<file path="config.mk">
export PLATFORM = sky130hd
export DESIGN_NAME = idtx_top
export DESIGN_NICKNAME = d
export VERILOG_FILES = /design/src/rtl/idtx_pkg.sv /design/src/rtl/idtx_frame_build.sv /design/src/rtl/idtx_bit_seq.sv /design/src/rtl/idtx_manch_enc.sv /design/src/rtl/idtx_top.sv
export SDC_FILE = /design/constraint.sdc
export NUM_CORES = 1
export LEC_CHECK = 0
export CAP_MARGIN = 40
export CORE_ASPECT_RATIO = 2
export CORE_MARGIN = 1
export CORE_UTILIZATION = 40
export DETAILED_ROUTE_END_ITERATION = 16
export DONT_BUFFER_PORTS = 1
export PLACE_DENSITY = 0.57
export SLEW_MARGIN = 20
export SYNTH_ARGS = -nofsm -noshare
export SYNTH_HDL_FRONTEND = slang
export SYNTH_SLANG_ARGS = --single-unit
</file>
<file path="constraint.sdc">
create_clock -name clk_rf -period 4.2 [get_ports clk_rf]
set_input_delay 0 -clock clk_rf [delete_from_list [all_inputs] [get_ports clk_rf]]
set_output_delay 0 -clock clk_rf [all_outputs]
set_load 0.005 [all_outputs]
</file>
<file path="src/rtl/idtx_pkg.sv">
// Package: idtx_pkg
// Shared frame geometry for the identifier transmitter. All counts derive
// from the header length, row count, row width and clocks per bit.
package idtx_pkg;
    localparam int HDR_BITS  = 9;
    localparam int ROW_CNT   = 10;
    localparam int ROW_DATA  = 4;
    localparam int BIT_CLKS  = 64;
    localparam int ID_BITS   = ROW_CNT * ROW_DATA;
    localparam int FRAME_LEN = HDR_BITS + ROW_CNT * (ROW_DATA + 1) + ROW_DATA + 1;
endpackage

</file>
<file path="src/rtl/idtx_frame_build.sv">
// Module: idtx_frame_build
// Purely combinational frame assembly. frame_o[0] is the first bit sent.
// Layout: header of ones, rows of data plus even parity (most significant
// identifier bit first), a column-parity row, then a zero stop bit.
// Assumes id_i is static while the frame is being sent.
module idtx_frame_build #(
    parameter int HDR_BITS = 9,
    parameter int ROW_CNT  = 10,
    parameter int ROW_DATA = 4,
    localparam int ID_BITS   = ROW_CNT * ROW_DATA,
    localparam int ROW_W     = ROW_DATA + 1,
    localparam int COL_BASE  = HDR_BITS + ROW_CNT * ROW_W,
    localparam int FRAME_LEN = COL_BASE + ROW_DATA + 1
) (
    input  logic [ID_BITS-1:0]   id_i,
    output logic [FRAME_LEN-1:0] frame_o
);
    logic [ROW_DATA-1:0] col_par;

    // Header: a run of ones.
    genvar h;
    generate
        for (h = 0; h < HDR_BITS; h++) begin : g_hdr
            assign frame_o[h] = 1'b1;
        end
    endgenerate

    // Data rows: four identifier bits, MSB first, then even parity.
    genvar r, k;
    generate
        for (r = 0; r < ROW_CNT; r++) begin : g_row
            logic [ROW_DATA-1:0] nib;
            for (k = 0; k < ROW_DATA; k++) begin : g_bit
                assign nib[k] = id_i[ID_BITS-1-(r*ROW_DATA+k)];
                assign frame_o[HDR_BITS + r*ROW_W + k] = nib[k];
            end
            assign frame_o[HDR_BITS + r*ROW_W + ROW_DATA] = ^nib;
        end
    endgenerate

    // Column parity: XOR of the same data position across all rows.
    always_comb begin
        col_par = '0;
        for (int rr = 0; rr < ROW_CNT; rr++) begin
            for (int kk = 0; kk < ROW_DATA; kk++) begin
                col_par[kk] = col_par[kk] ^ id_i[ID_BITS-1-(rr*ROW_DATA+kk)];
            end
        end
    end

    genvar c;
    generate
        for (c = 0; c < ROW_DATA; c++) begin : g_col
            assign frame_o[COL_BASE + c] = col_par[c];
        end
    endgenerate

    // Stop bit.
    assign frame_o[FRAME_LEN-1] = 1'b0;
endmodule

</file>
<file path="src/rtl/idtx_bit_seq.sv">
// Module: idtx_bit_seq
// Position sequencer: a clock-within-bit counter and a frame bit index.
// It publishes both the current and the next position so the encoder can
// register its output without a lag. Wraps from the last bit to bit 0.
// Assumes BIT_CLKS is even (two equal halves).
module idtx_bit_seq #(
    parameter int BIT_CLKS  = 64,
    parameter int FRAME_LEN = 64,
    localparam int CNT_W = $clog2(BIT_CLKS),
    localparam int IDX_W = $clog2(FRAME_LEN)
) (
    input  logic             clk,
    input  logic             rst_n,
    output logic [CNT_W-1:0] cnt_q,
    output logic [IDX_W-1:0] idx_q,
    output logic [CNT_W-1:0] cnt_nxt,
    output logic [IDX_W-1:0] idx_nxt
);
    localparam logic [CNT_W-1:0] CNT_MAX = CNT_W'(BIT_CLKS - 1);
    localparam logic [IDX_W-1:0] IDX_MAX = IDX_W'(FRAME_LEN - 1);

    logic bit_end;

    // Next-position computation with wrap at bit end and frame end.
    always_comb begin
        bit_end = (cnt_q == CNT_MAX);
        cnt_nxt = bit_end ? '0 : cnt_q + 1'b1;
        if (bit_end)
            idx_nxt = (idx_q == IDX_MAX) ? '0 : idx_q + 1'b1;
        else
            idx_nxt = idx_q;
    end

    // Position registers; reset places the block at bit 0, clock 0.
    always_ff @(posedge clk) begin
        if (!rst_n) begin
            cnt_q <= '0;
            idx_q <= '0;
        end else begin
            cnt_q <= cnt_nxt;
            idx_q <= idx_nxt;
        end
    end


    idx_hold_chk: assert property (@(posedge clk) disable iff (!rst_n)
        (cnt_q != CNT_MAX) |=> $stable(idx_q));


    frame_wrap_chk: assert property (@(posedge clk) disable iff (!rst_n)
        (idx_q == IDX_MAX && cnt_q == CNT_MAX) |=> (idx_q == '0 && cnt_q == '0));
endmodule

</file>
<file path="src/rtl/idtx_manch_enc.sv">
// Module: idtx_manch_enc
// Manchester encoder with a registered output. Level = bit XOR second-half,
// so a 1 is high then low and a 0 low then high. It uses the sequencer's next
// position so the register always matches the current position.
module idtx_manch_enc #(
    parameter int BIT_CLKS  = 64,
    parameter int FRAME_LEN = 64,
    localparam int CNT_W = $clog2(BIT_CLKS),
    localparam int IDX_W = $clog2(FRAME_LEN),
    localparam int HALF  = BIT_CLKS / 2
) (
    input  logic                 clk,
    input  logic                 rst_n,
    input  logic [FRAME_LEN-1:0] frame_i,
    input  logic [CNT_W-1:0]     cnt_q,
    input  logic [CNT_W-1:0]     cnt_nxt,
    input  logic [IDX_W-1:0]     idx_nxt,
    output logic                 mod_o
);
    localparam logic [CNT_W-1:0] HALF_C = CNT_W'(HALF);

    logic lvl_nxt;

    // Level for the upcoming position.
    always_comb begin
        lvl_nxt = frame_i[idx_nxt] ^ (cnt_nxt >= HALF_C);
    end

    // Output register; in reset it shows the first half of frame bit 0.
    always_ff @(posedge clk) begin
        if (!rst_n)
            mod_o <= frame_i[0];
        else
            mod_o <= lvl_nxt;
    end


    edge_place_chk: assert property (@(posedge clk) disable iff (!rst_n)
        !$stable(mod_o) |-> (cnt_q == '0 || cnt_q == HALF_C));


    mid_flip_chk: assert property (@(posedge clk) disable iff (!rst_n)
        (cnt_q == HALF_C - 1'b1) |=> (mod_o != $past(mod_o)));
endmodule

</file>
<file path="src/rtl/idtx_top.sv">
// Module: idtx_top
// Parity-framed identifier transmitter. Builds the 64-bit frame from a static
// identifier and sends it endlessly, Manchester coded, on mod_ctl.
// Assumes one clk_rf cycle per RF period and a static id_code.
module idtx_top
    import idtx_pkg::*;
(
    input  logic               clk_rf,
    input  logic               rst_n,
    input  logic [ID_BITS-1:0] id_code,
    output logic               mod_ctl
);
    localparam int CNT_W    = $clog2(BIT_CLKS);
    localparam int IDX_W    = $clog2(FRAME_LEN);
    localparam int ROW_W    = ROW_DATA + 1;
    localparam int COL_BASE = HDR_BITS + ROW_CNT * ROW_W;

    logic [FRAME_LEN-1:0] frame;
    logic [CNT_W-1:0]     cnt_q, cnt_nxt;
    logic [IDX_W-1:0]     idx_q, idx_nxt;

    idtx_frame_build #(
        .HDR_BITS(HDR_BITS), .ROW_CNT(ROW_CNT), .ROW_DATA(ROW_DATA)
    ) u_frame (
        .id_i(id_code), .frame_o(frame)
    );

    idtx_bit_seq #(
        .BIT_CLKS(BIT_CLKS), .FRAME_LEN(FRAME_LEN)
    ) u_seq (
        .clk(clk_rf), .rst_n(rst_n),
        .cnt_q(cnt_q), .idx_q(idx_q),
        .cnt_nxt(cnt_nxt), .idx_nxt(idx_nxt)
    );

    idtx_manch_enc #(
        .BIT_CLKS(BIT_CLKS), .FRAME_LEN(FRAME_LEN)
    ) u_enc (
        .clk(clk_rf), .rst_n(rst_n), .frame_i(frame),
        .cnt_q(cnt_q), .cnt_nxt(cnt_nxt), .idx_nxt(idx_nxt),
        .mod_o(mod_ctl)
    );

    // Row and column parity checks on the assembled frame.
    genvar r, k;
    generate
        for (r = 0; r < ROW_CNT; r++) begin : g_rchk

            row_par_chk: assert property (@(posedge clk_rf) disable iff (!rst_n)
                (^frame[HDR_BITS + r*ROW_W +: ROW_W]) == 1'b0);
        end
        for (k = 0; k < ROW_DATA; k++) begin : g_cchk
            logic col_x;
            // Column XOR including its parity bit must be zero.
            always_comb begin
                col_x = frame[COL_BASE + k];
                for (int rr = 0; rr < ROW_CNT; rr++)
                    col_x = col_x ^ frame[HDR_BITS + rr*ROW_W + k];
            end

            col_par_chk: assert property (@(posedge clk_rf) disable iff (!rst_n)
                col_x == 1'b0);
        end
    endgenerate


    reset_level_chk: assert property (@(posedge clk_rf)
        $rose(rst_n) |-> (mod_ctl == 1'b1));
endmodule

</file>
Word level (Yosys, flattened, before mapping)
Index checks and enable logic that the tools add are counted.
{ "word_totals": {"reg_bits": 13, "inputBits": 42, "out_inout_bits": 1} }
{ "classes": {"addsub": 2, "magnitude_cmp": 2, "eq_ne": 2, "n_mux": 5, "bitwise_logic": 37, "reduce_logical": 10} }
{ "ops": {"columns": ["operator", "count"], "rows": [
  ["$reduce_xor A4 Y1", 10],
  ["$xor A1 B1 Y1", 37],
  ["$mux W6", 3],
  ["$add A6 B1 Y6 const B", 2],
  ["$eq A6 B6 Y1 const B", 2],
  ["$lt A6 B7 Y1 const B", 1],
  ["$bmux W1 S6", 1],
  ["$ge A6 B6 Y1 const B", 1],
  ["$mux W1", 1]
]} }

Longest topological paths before layout
Gate-level depths: netlist of run 1.
{ "depth": {"ltp_word": 12, "depth_mapped": 12, "mapped_depth_nobuf": 10} }

Modules after synthesis
From an unflattened synthesis of run 1, not the netlist that was laid out.
{ "unflattened": {"hier_cells": 248, "hier_area_um2": 2280.9} }
{ "modules_own_cells": {"columns": ["module", "instances", "cells_each", "area_each_um2"], "rows": [
  ["idtx_frame_build", 1, 114, 1011.0],
  ["idtx_manch_enc", 1, 58, 644.4],
  ["idtx_bit_seq", 1, 76, 625.6]
]} }

Least setup slack after synthesis of run 1
Ideal clock, no wire load.
{ "synth_timing": {"path_kind": "register -> register", "startpoint": "reg u_seq.cnt_q[0]", "endpoint": "reg u_enc.mod_o", "setup_time_ns": 0.087, "t_arrival_ns": 2.563, "setup_slack_ns": 1.550, "stages_incl_launch_ff": 11, "path_buffers": 1, "synth_period_minus_slack_ns": 2.650, "cell_sequence": "dfxtp_1 -> ha_1 -> nand2_1 -> a311oi_4 -> o21a_1 -> buf_6 -> mux4_2 -> a31oi_1 -> nand3_1 -> and4_4 -> nor4b_2"} }
{ "synth_between": {"elab_chain_cells": 5} }
{ "synth_rtl": {"columns": ["element", "line_no", "source"], "rows": [
  ["start: declaration", "idtx_bit_seq.sv:14", "output logic [CNT_W-1:0] cnt_q,"],
  ["start signal: assignment", "idtx_bit_seq.sv:40", "cnt_q <= cnt_nxt;"],
  ["parallel branches: the longest is 4 deep, another holds $add A6 B1 Y6", null, null],
  ["$xor A1 B1 Y1 *", "idtx_manch_enc.sv:26", "lvl_nxt = frame_i[idx_nxt] ^ (cnt_nxt >= HALF_C);"],
  ["end signal: assignment", "idtx_manch_enc.sv:32", "mod_o <= frame_i[0];"],
  ["end signal: assignment", "idtx_manch_enc.sv:34", "mod_o <= lvl_nxt;"],
  ["end: declaration", "idtx_manch_enc.sv:18", "output logic mod_o"]
]} }
Mark *: on every way between the ends. The select of a mux whose other input is x is not followed.
A chain may end at the register's enable or synchronous reset.

Final worst setup path of run 1
Same ends and word-level chain as after synthesis.

==> results by group, run 1 <==
Run status
  • Run status: finished clean

Placed design
  • Weighted congestion reported at the end of routability-driven placement: 0.965
  • IO Port Bufs: 0
  • Detailed Place HPWL: 4360 microns
  • Setup slack after placement: 0.973 ns

STA
  • Slew HR: 48.5%
  • Worst Hold Margin: 0.0484 ns
  • Setup slack of the critical path after layout: 0.936 ns
  • Clock Skews: 0.00162 ns
  • Actual slew at the worst max-slew pin: 0.767 ns
  • Final setup violation count: 0
  • Post-layout minimum cycle time: 3.26 ns
  • RSZ-0062 raised after global routing: no
  • Max-slew violation total from the final report: 0
  • Final-report hold violation count: 0
  • Final Cycle Share: 77.7%
  • Final sum of negative setup slack: 0 ns
  • Highest clock frequency the design can meet: 0.306 GHz

Logic synthesis
  • Top area cells in the synthesized netlist: sky130_fd_sc_hd__xnor2_1 (24%), sky130_fd_sc_hd__dfxtp_1 (14%), sky130_fd_sc_hd__xor2_1 (5.2%)
  • Share of the synthesized area in the top cell type: 24.4%
  • Biggest area consumer among synthesized cells: sky130_fd_sc_hd__xnor2_1
  • Share of synthesized registers carrying an async set or reset: 0%
  • Register area share after synthesis: 13.9%
  • Library cell with the highest instance count after synthesis: sky130_fd_sc_hd__xnor2_1
  • Unique masters post-synth: 50
  • Top cells by count, synth: sky130_fd_sc_hd__xnor2_1 (52), sky130_fd_sc_hd__nand2_1 (16), sky130_fd_sc_hd__dfxtp_1 (13)
  • Syn_area_per_cell: 8.23 sq um
  • Synth Net Count: 271
  • Main flop type after synthesis: sky130_fd_sc_hd__dfxtp_1
  • Post-synthesis cell count: 227
  • Syn. warnings: 0
  • Post-synth design cell area: 1870 sq um
  • Number of synthesized register bits: 13
  • Number of enable flip-flop cells after synthesis: 0

Power
  • Power Internal: 0.000269 W
  • Max rail drop VDD: 0.000194 V
  • Sequential fraction of design power: 34.3%
  • P_leak: 0.615 nW
  • Power per unit of standard cell area: 191 nW/um^2
  • Switching fraction of total power: 28.3%
  • Clock network power share: 29.8%
  • Switching power: 0.000106 W
  • Combinational power share: 35.8%

Critical path
  • Delay contributed by the slowest stage of the critical path: 0.51 ns
  • Crit Path Category: register to register
  • Element type at the critical path end: register
  • Cell Chain, Critical Path: ha_1 -> nand2_1 -> a311oi_4 -> o21a_1 -> buf_4 -> mux4_2 -> a31oi_1 -> nand3_1 -> and4_4 -> nor4b_2
  • Data arrival, critical path: 3.42 ns
  • Peak fanout along the critical path: 10
  • Crit-path slowest cell: sky130_fd_sc_hd__mux4_2
  • Critical Path Start Type: register
  • Critical path required time: 4.36 ns

Global routing
  • Initial antenna violation count: 0
  • Congestion Overflow GR: 0
  • Maximum number of pins on one net before global-route repair: 17
  • Most congested layer reported by global routing: met2
  • Gr usage total: 22.4%
  • GR Util met2: 45.0%
  • GR Util met1: 20.1%
  • First-pass GRT wire length: 8440 microns
  • Global routing met3 resource utilization: 1.70%
  • Via count of the first global-routing pass: 1773

Floorplan
  • Number of top-level design ports: 43
  • Placeable core area: 4420 sq um
  • Chip Width: 50.3 microns
  • Overall die area: 4960 sq um
  • Site row count: 34
  • Vert. Die Dim: 98.6 microns
  • Starting density of the core: 42.2%

Clock tree
  • Maximum clock path buffer count: 2
  • Clock input transition at the sequential cells of the worst setup and hold paths: 0.05 ns
  • Clock latency on the worst-skew pair: 0.24 ns
  • CTS buffer count: 3
  • Clk root buf: sky130_fd_sc_hd__clkbuf_8
  • H-tree lvl count: 1
  • Clock sink count: 13
  • Clock tree from TritonCTS: done
  • Post-CTS Repair Setup Buffers: 0

Final layout
  • FF/Latch Area: 260 sq um
  • Layout overhead on the synthesized area: 5.16%
  • Count of inserted antenna diode cells: 0
  • Final Net Count: 272
  • Fraction of layout instances using a drive strength above 1: 7.93%
  • Fill cell total of the finished layout: 472
  • Multi-input gate area in the final layout: 1540 sq um

Routing
  • First DRT Iteration DRCs: 46
  • Post-DR wirelength/cell: 19.1 microns
  • DRC errors left: 0
  • Count of antenna-violating nets left after detailed routing: 0
  • Number of iterations in the first detailed-routing pass: 4
  • Via total after detailed routing: 1702
  • Post-detailed-routing wire length: 5360 microns
  • Via-per-instance ratio: 6.06

Worst hold path
  • Worst min-delay path class: input port to register

Flow run
  • Max_cap viols: 0
-- registers in the layout (all words and copies together) (netlist names) --
name         flops
u_seq.cnt_q      6
u_seq.idx_q      6
u_enc.mod_o      1
-- worst paths after layout --
kind | slack (ns) | cells after the start | start | to
worst max register to register | 0.94 | 10 | u_seq.cnt_q[0]$_SDFF_PN0_ | u_enc.mod_o$_SDFF_PN1_
worst max-delay path | 0.94 | 10 | u_seq.cnt_q[0]$_SDFF_PN0_ | u_enc.mod_o$_SDFF_PN1_
worst min-delay path | 0.05 | 3 | rst_n | u_enc.mod_o$_SDFF_PN1_
worst min register to register | 0.48 | 1 | u_seq.cnt_q[0]$_SDFF_PN0_ | u_seq.cnt_q[0]$_SDFF_PN0_
-- critical path: cells and delay by family (launching register included) --
kind                       cells  cell delay, ns
muxes                          1            0.51
and+or+nand+nor                4            0.73
DFF                            1            0.38
adders and majority gates      1            0.26
AOI/OAI and AO/OA              3            1.04
buffers and inverters          1            0.25
-- power by group through the flow --
stage	sequential [W]	clock, W	combinational (W)
after floorplan	0.000131	0	0.000109
after global placement	0.000131	0	0.000134
after detailed placement	0.000131	0	0.000133
after CTS	0.000129	0.000115	0.000136
after global routing	0.000129	0.000122	0.000144
final	0.000129	0.000112	0.000134
-- what timing repair did --
action | CTS | global route
endpoints found under the setup margin | 0 | 0
endpoints found under the hold margin | 12 | 0
gates resized for setup | 0 | 0
hold buffers | 1 | 0
-- through the flow --
step           instance area, sq um  instances  total power [W]  utilization, %
6_report                       1960        281         0.000375            44.4
5_1_grt                        1960        281         0.000394            44.4
4_1_cts                        1960        280         0.000380            44.2
3_5_place_dp                   1900        275         0.000264            43.0
3_3_place_gp                   1890        274         0.000265            42.8
2_1_floorplan                  1870        227         0.000240               -
-- placed cells by master (no fill, tap or decap), drive strengths merged, types with 2 or more instances in the layout --
cell type	n
nor4b	2
and3	5
a2111oi	2
a211oi	2
a31oi	7
o32ai	2
a21oi	11
ha	2
a221o	3
clkbuf	5
nor2	11
xnor2	52
nand2	16
nand3	10
mux2i	6
and2	11
o311a	2
o21a	2
nor3	4
buf	2
dfxtp	13
o211ai	6
xor2	12
a221oi	3
o21ai	9
xnor3	2
inv	5
nand2b	2
o21bai	2
o2111ai	2
-- per-layer routing --
metal / wire length (microns) / part of all wire (%)
met5: 0 / 0
met4: 254 / 4.7
met3: 138 / 2.6
met2: 3070 / 57
met1: 1900 / 35
-- cell type report --
cell class | count | area share, %
timing repair buffer | 4 | 1.66
tap | 54 | 3.44
inverter | 5 | 0.955
multi-input combinational | 201 | 78.4
clock buffer | 4 | 2.29
sequential | 13 | 13.2
-- logic make-up after synthesis --
kind of cell,count (synthesis),share of synthesized area [%]
AO/OA/AOI/OAI,60,23.8
XOR/XNOR,66,32.8
adder cells (fa/ha/maj),2,1.34
buffers and inverters,13,3.62
flip-flops,13,13.9
multiplexers,7,4.42
AND/OR/NAND/NOR,66,20.0
Power figures use the tool's default switching activity.
==> run 2, diff against run 1 <==
Clock period 4.2 ns to 3.4 ns, I/O delays scaled along.
==> results by group, run 2 (synthesized netlist as in run 1, its figures left out) <==
Run status
  • Run status: finished clean

Final layout
  • Layout overhead on the synthesized area: 7.57%
  • Multi-input gate area in the final layout: 1540 sq um (unchanged)
  • Commonest non-fill, non-tap cells in the layout: sky130_fd_sc_hd__xnor2_1 (52), sky130_fd_sc_hd__nand2_1 (16), sky130_fd_sc_hd__dfxtp_1 (13)
  • Leading cell type in the layout, fill and taps excluded: sky130_fd_sc_hd__xnor2_1
  • Fill cell total of the finished layout: 483 (+2.3%)
  • Final Net Count: 278 (+2.2%)
  • Fraction of layout instances using a drive strength above 1: 10.3% (+2.4 points)
  • Count of inserted antenna diode cells: 0 (unchanged)
  • FF/Latch Area: 260 sq um (unchanged)
  • Biggest registers after layout: u_seq.cnt_q (6), u_seq.idx_q (6), u_enc.mod_o (1)

Clock tree
  • Clock input transition at the sequential cells of the worst setup and hold paths: 0.05 ns (about the same)
  • CTS buffer count: 3 (unchanged)
  • Post-CTS Repair Setup Buffers: 0 (unchanged)
  • Clock sink count: 13 (unchanged)
  • Clock latency on the worst-skew pair: 0.23 ns (about the same)
  • Gates resized, CTS repair: 0 (unchanged)
  • Clock tree from TritonCTS: done
  • Clk root buf: sky130_fd_sc_hd__clkbuf_8
  • Hold buffers post-CTS: 1 (unchanged)
  • Maximum clock path buffer count: 2 (unchanged)
  • H-tree lvl count: 1 (unchanged)

Global routing
  • Via count of the first global-routing pass: 1711 (-3.5%)
  • Maximum number of pins on one net before global-route repair: 17 (unchanged)
  • Initial antenna violation count: 0 (unchanged)
  • First-pass GRT wire length: 7960 microns (-5.6%)
  • Congestion Overflow GR: 0 (unchanged)
  • Gr usage total: 21.2% (-1.2 points)

Power
  • Switching fraction of total power: 26.7% (-1.6 points)
  • Sequential fraction of design power: 35.2% (+0.9 points)
  • Power Internal: 0.000331 W (+23%)
  • Power per unit of standard cell area: 225 nW/um^2 (+18%)
  • Max rail drop VDD: 0.000237 V (+22%)
  • Combinational power share: 35.4% (-0.4 points)
  • Switching power: 0.000121 W (+14%)
  • P_leak: 0.647 nW (+5.1%)
  • Clock network power share: 29.4% (-0.4 points)

Routing
  • Post-DR wirelength/cell: 18.4 microns (-3.4%)
  • DRC errors left: 0 (unchanged)
  • First DRT Iteration DRCs: 29 (-37%)
  • Via total after detailed routing: 1716 (+0.82%)
  • Number of iterations in the first detailed-routing pass: 6 (+2)
  • Via-per-instance ratio: 5.98 (-1.3%)
  • Post-detailed-routing wire length: 5290 microns (-1.3%)
  • Count of antenna-violating nets left after detailed routing: 0 (unchanged)

Floorplan
  • Chip Width: 50.3 microns (unchanged)
  • Starting density of the core: 42.2% (unchanged)
  • Placeable core area: 4420 sq um (unchanged)
  • Overall die area: 4960 sq um (unchanged)
  • Number of top-level design ports: 43 (unchanged)
  • Site row count: 34 (unchanged)
  • Vert. Die Dim: 98.6 microns (unchanged)

Placed design
  • Detailed Place HPWL: 4420 microns (+1.3%)
  • IO Port Bufs: 0 (unchanged)
  • Setup slack after placement: 0.269 ns (-0.704 ns)
  • Weighted congestion reported at the end of routability-driven placement: 0.972 (+0.68%)

Critical path
  • Buf+Inv Stages, Crit Path: 0 (-1)
  • Cell Chain, Critical Path: ha_1 -> nand2_1 -> a311oi_4 -> o21a_1 -> mux2i_1 -> o311ai_1 -> or4_1 -> o211ai_1 -> nor2_1 -> nor4b_2
  • Peak fanout along the critical path: 9 (-1)
  • Critical Path Start Type: register
  • Crit-path slowest cell: sky130_fd_sc_hd__or4_1
  • Critical path required time: 3.55 ns (-0.81 ns)
  • Data arrival, critical path: 3.29 ns (-0.13 ns)
  • Element type at the critical path end: register
  • Crit Path Category: register to register
  • Kind of cell adding the most delay to the critical path: compound AO/OA/AOI/OAI gates
  • Delay contributed by the slowest stage of the critical path: 0.54 ns (+0.03 ns)

Worst hold path
  • Worst min-delay path class: input port to register

STA
  • RSZ-0062 raised after global routing: no
  • Max-slew violation total from the final report: 0 (unchanged)
  • Post-layout minimum cycle time: 3.14 ns (-0.125 ns)
  • Final Cycle Share: 92.3% (+15 points)
  • Setup slack of the critical path after layout: 0.261 ns (-0.675 ns)
  • Final-report hold violation count: 0 (unchanged)
  • Final setup violation count: 0 (unchanged)
  • Actual slew at the worst max-slew pin: 0.601 ns (-0.165 ns)
  • Highest clock frequency the design can meet: 0.319 GHz (+4.0%)
  • Slew HR: 59.8% (+11 points)
  • Clock Skews: 0.000632 ns (-0.000985 ns)
  • Final sum of negative setup slack: 0 ns (unchanged)

Flow run
  • Max_cap viols: 0 (unchanged)
-- run 2: cell types whose count changed in the layout (fill, tap and decap cells not counted), sizes merged --
cell / previous run / this run
clkbuf: 5 / 4
buf: 2 / 9
-- run 2: worst min-delay path, cell delays in order --
cell and delay (ns):
sky130_fd_sc_hd__nand3_1 0.07, sky130_fd_sc_hd__nor2_1 0.13, sky130_fd_sc_hd__nor4b_2 0.06
-- run 2: cell type report --
cell class	count	area share, %
timing repair buffer	10	3.86
tap	54	3.36
sequential	13	13.0
clock buffer	4	2.24
inverter	5	0.934
multi-input combinational	201	76.7
-- run 2: per-layer routing --
layer | vias up | GRT usage (%) | routed length [microns]
met3 | 14 | 1.23 | 138
li1 | 835 | - | -
met5 | - | 0 | 0
met4 | 0 | 9.19 | 172
met1 | 825 | 18.2 | 1790
met2 | 42 | 45.4 | 3190
-- run 2: final timing paths --
| kind | from | end | slack (ns) | depth (start not counted) |
|---|---|---|---|---|
| max reg2reg | u_seq.cnt_q[0]$_SDFF_PN0_ | u_enc.mod_o$_SDFF_PN1_ | 0.26 | 10 |
| min reg2reg | u_seq.cnt_q[0]$_SDFF_PN0_ | u_seq.cnt_q[0]$_SDFF_PN0_ | 0.49 | 1 |
| min | rst_n | u_enc.mod_o$_SDFF_PN1_ | 0.08 | 3 |
| max | u_seq.cnt_q[0]$_SDFF_PN0_ | u_enc.mod_o$_SDFF_PN1_ | 0.26 | 10 |
-- run 2: power by group through the flow --
stage / Clock [W] / Sequential, W / Combinational (W)
2_1_floorplan: 0 / 0.000162 / 0.000135
3_3_place_gp: 0 / 0.000162 / 0.000159
3_5_place_dp: 0 / 0.000162 / 0.000158
4_1_cts: 0.000139 / 0.000159 / 0.000162
5_1_grt: 0.000144 / 0.000160 / 0.000173
6_report: 0.000133 / 0.000159 / 0.000160
-- run 2: metrics by stage --
| step | instances | cell area (sq um) | utilization, % | hold slack [ns] | power (W) |
|---|---|---|---|---|---|
| after floorplan | 227 | 1870 | - | 0.186 | 0.000296 |
| after global placement | 282 | 1950 | 44.2 | 0.126 | 0.000321 |
| after detailed placement | 282 | 1950 | 44.2 | 0.127 | 0.000321 |
| after CTS | 287 | 2010 | 45.4 | 0.0678 | 0.000460 |
| after global routing | 287 | 2010 | 45.4 | 0.145 | 0.000476 |
| final | 287 | 2010 | 45.4 | 0.0802 | 0.000452 |
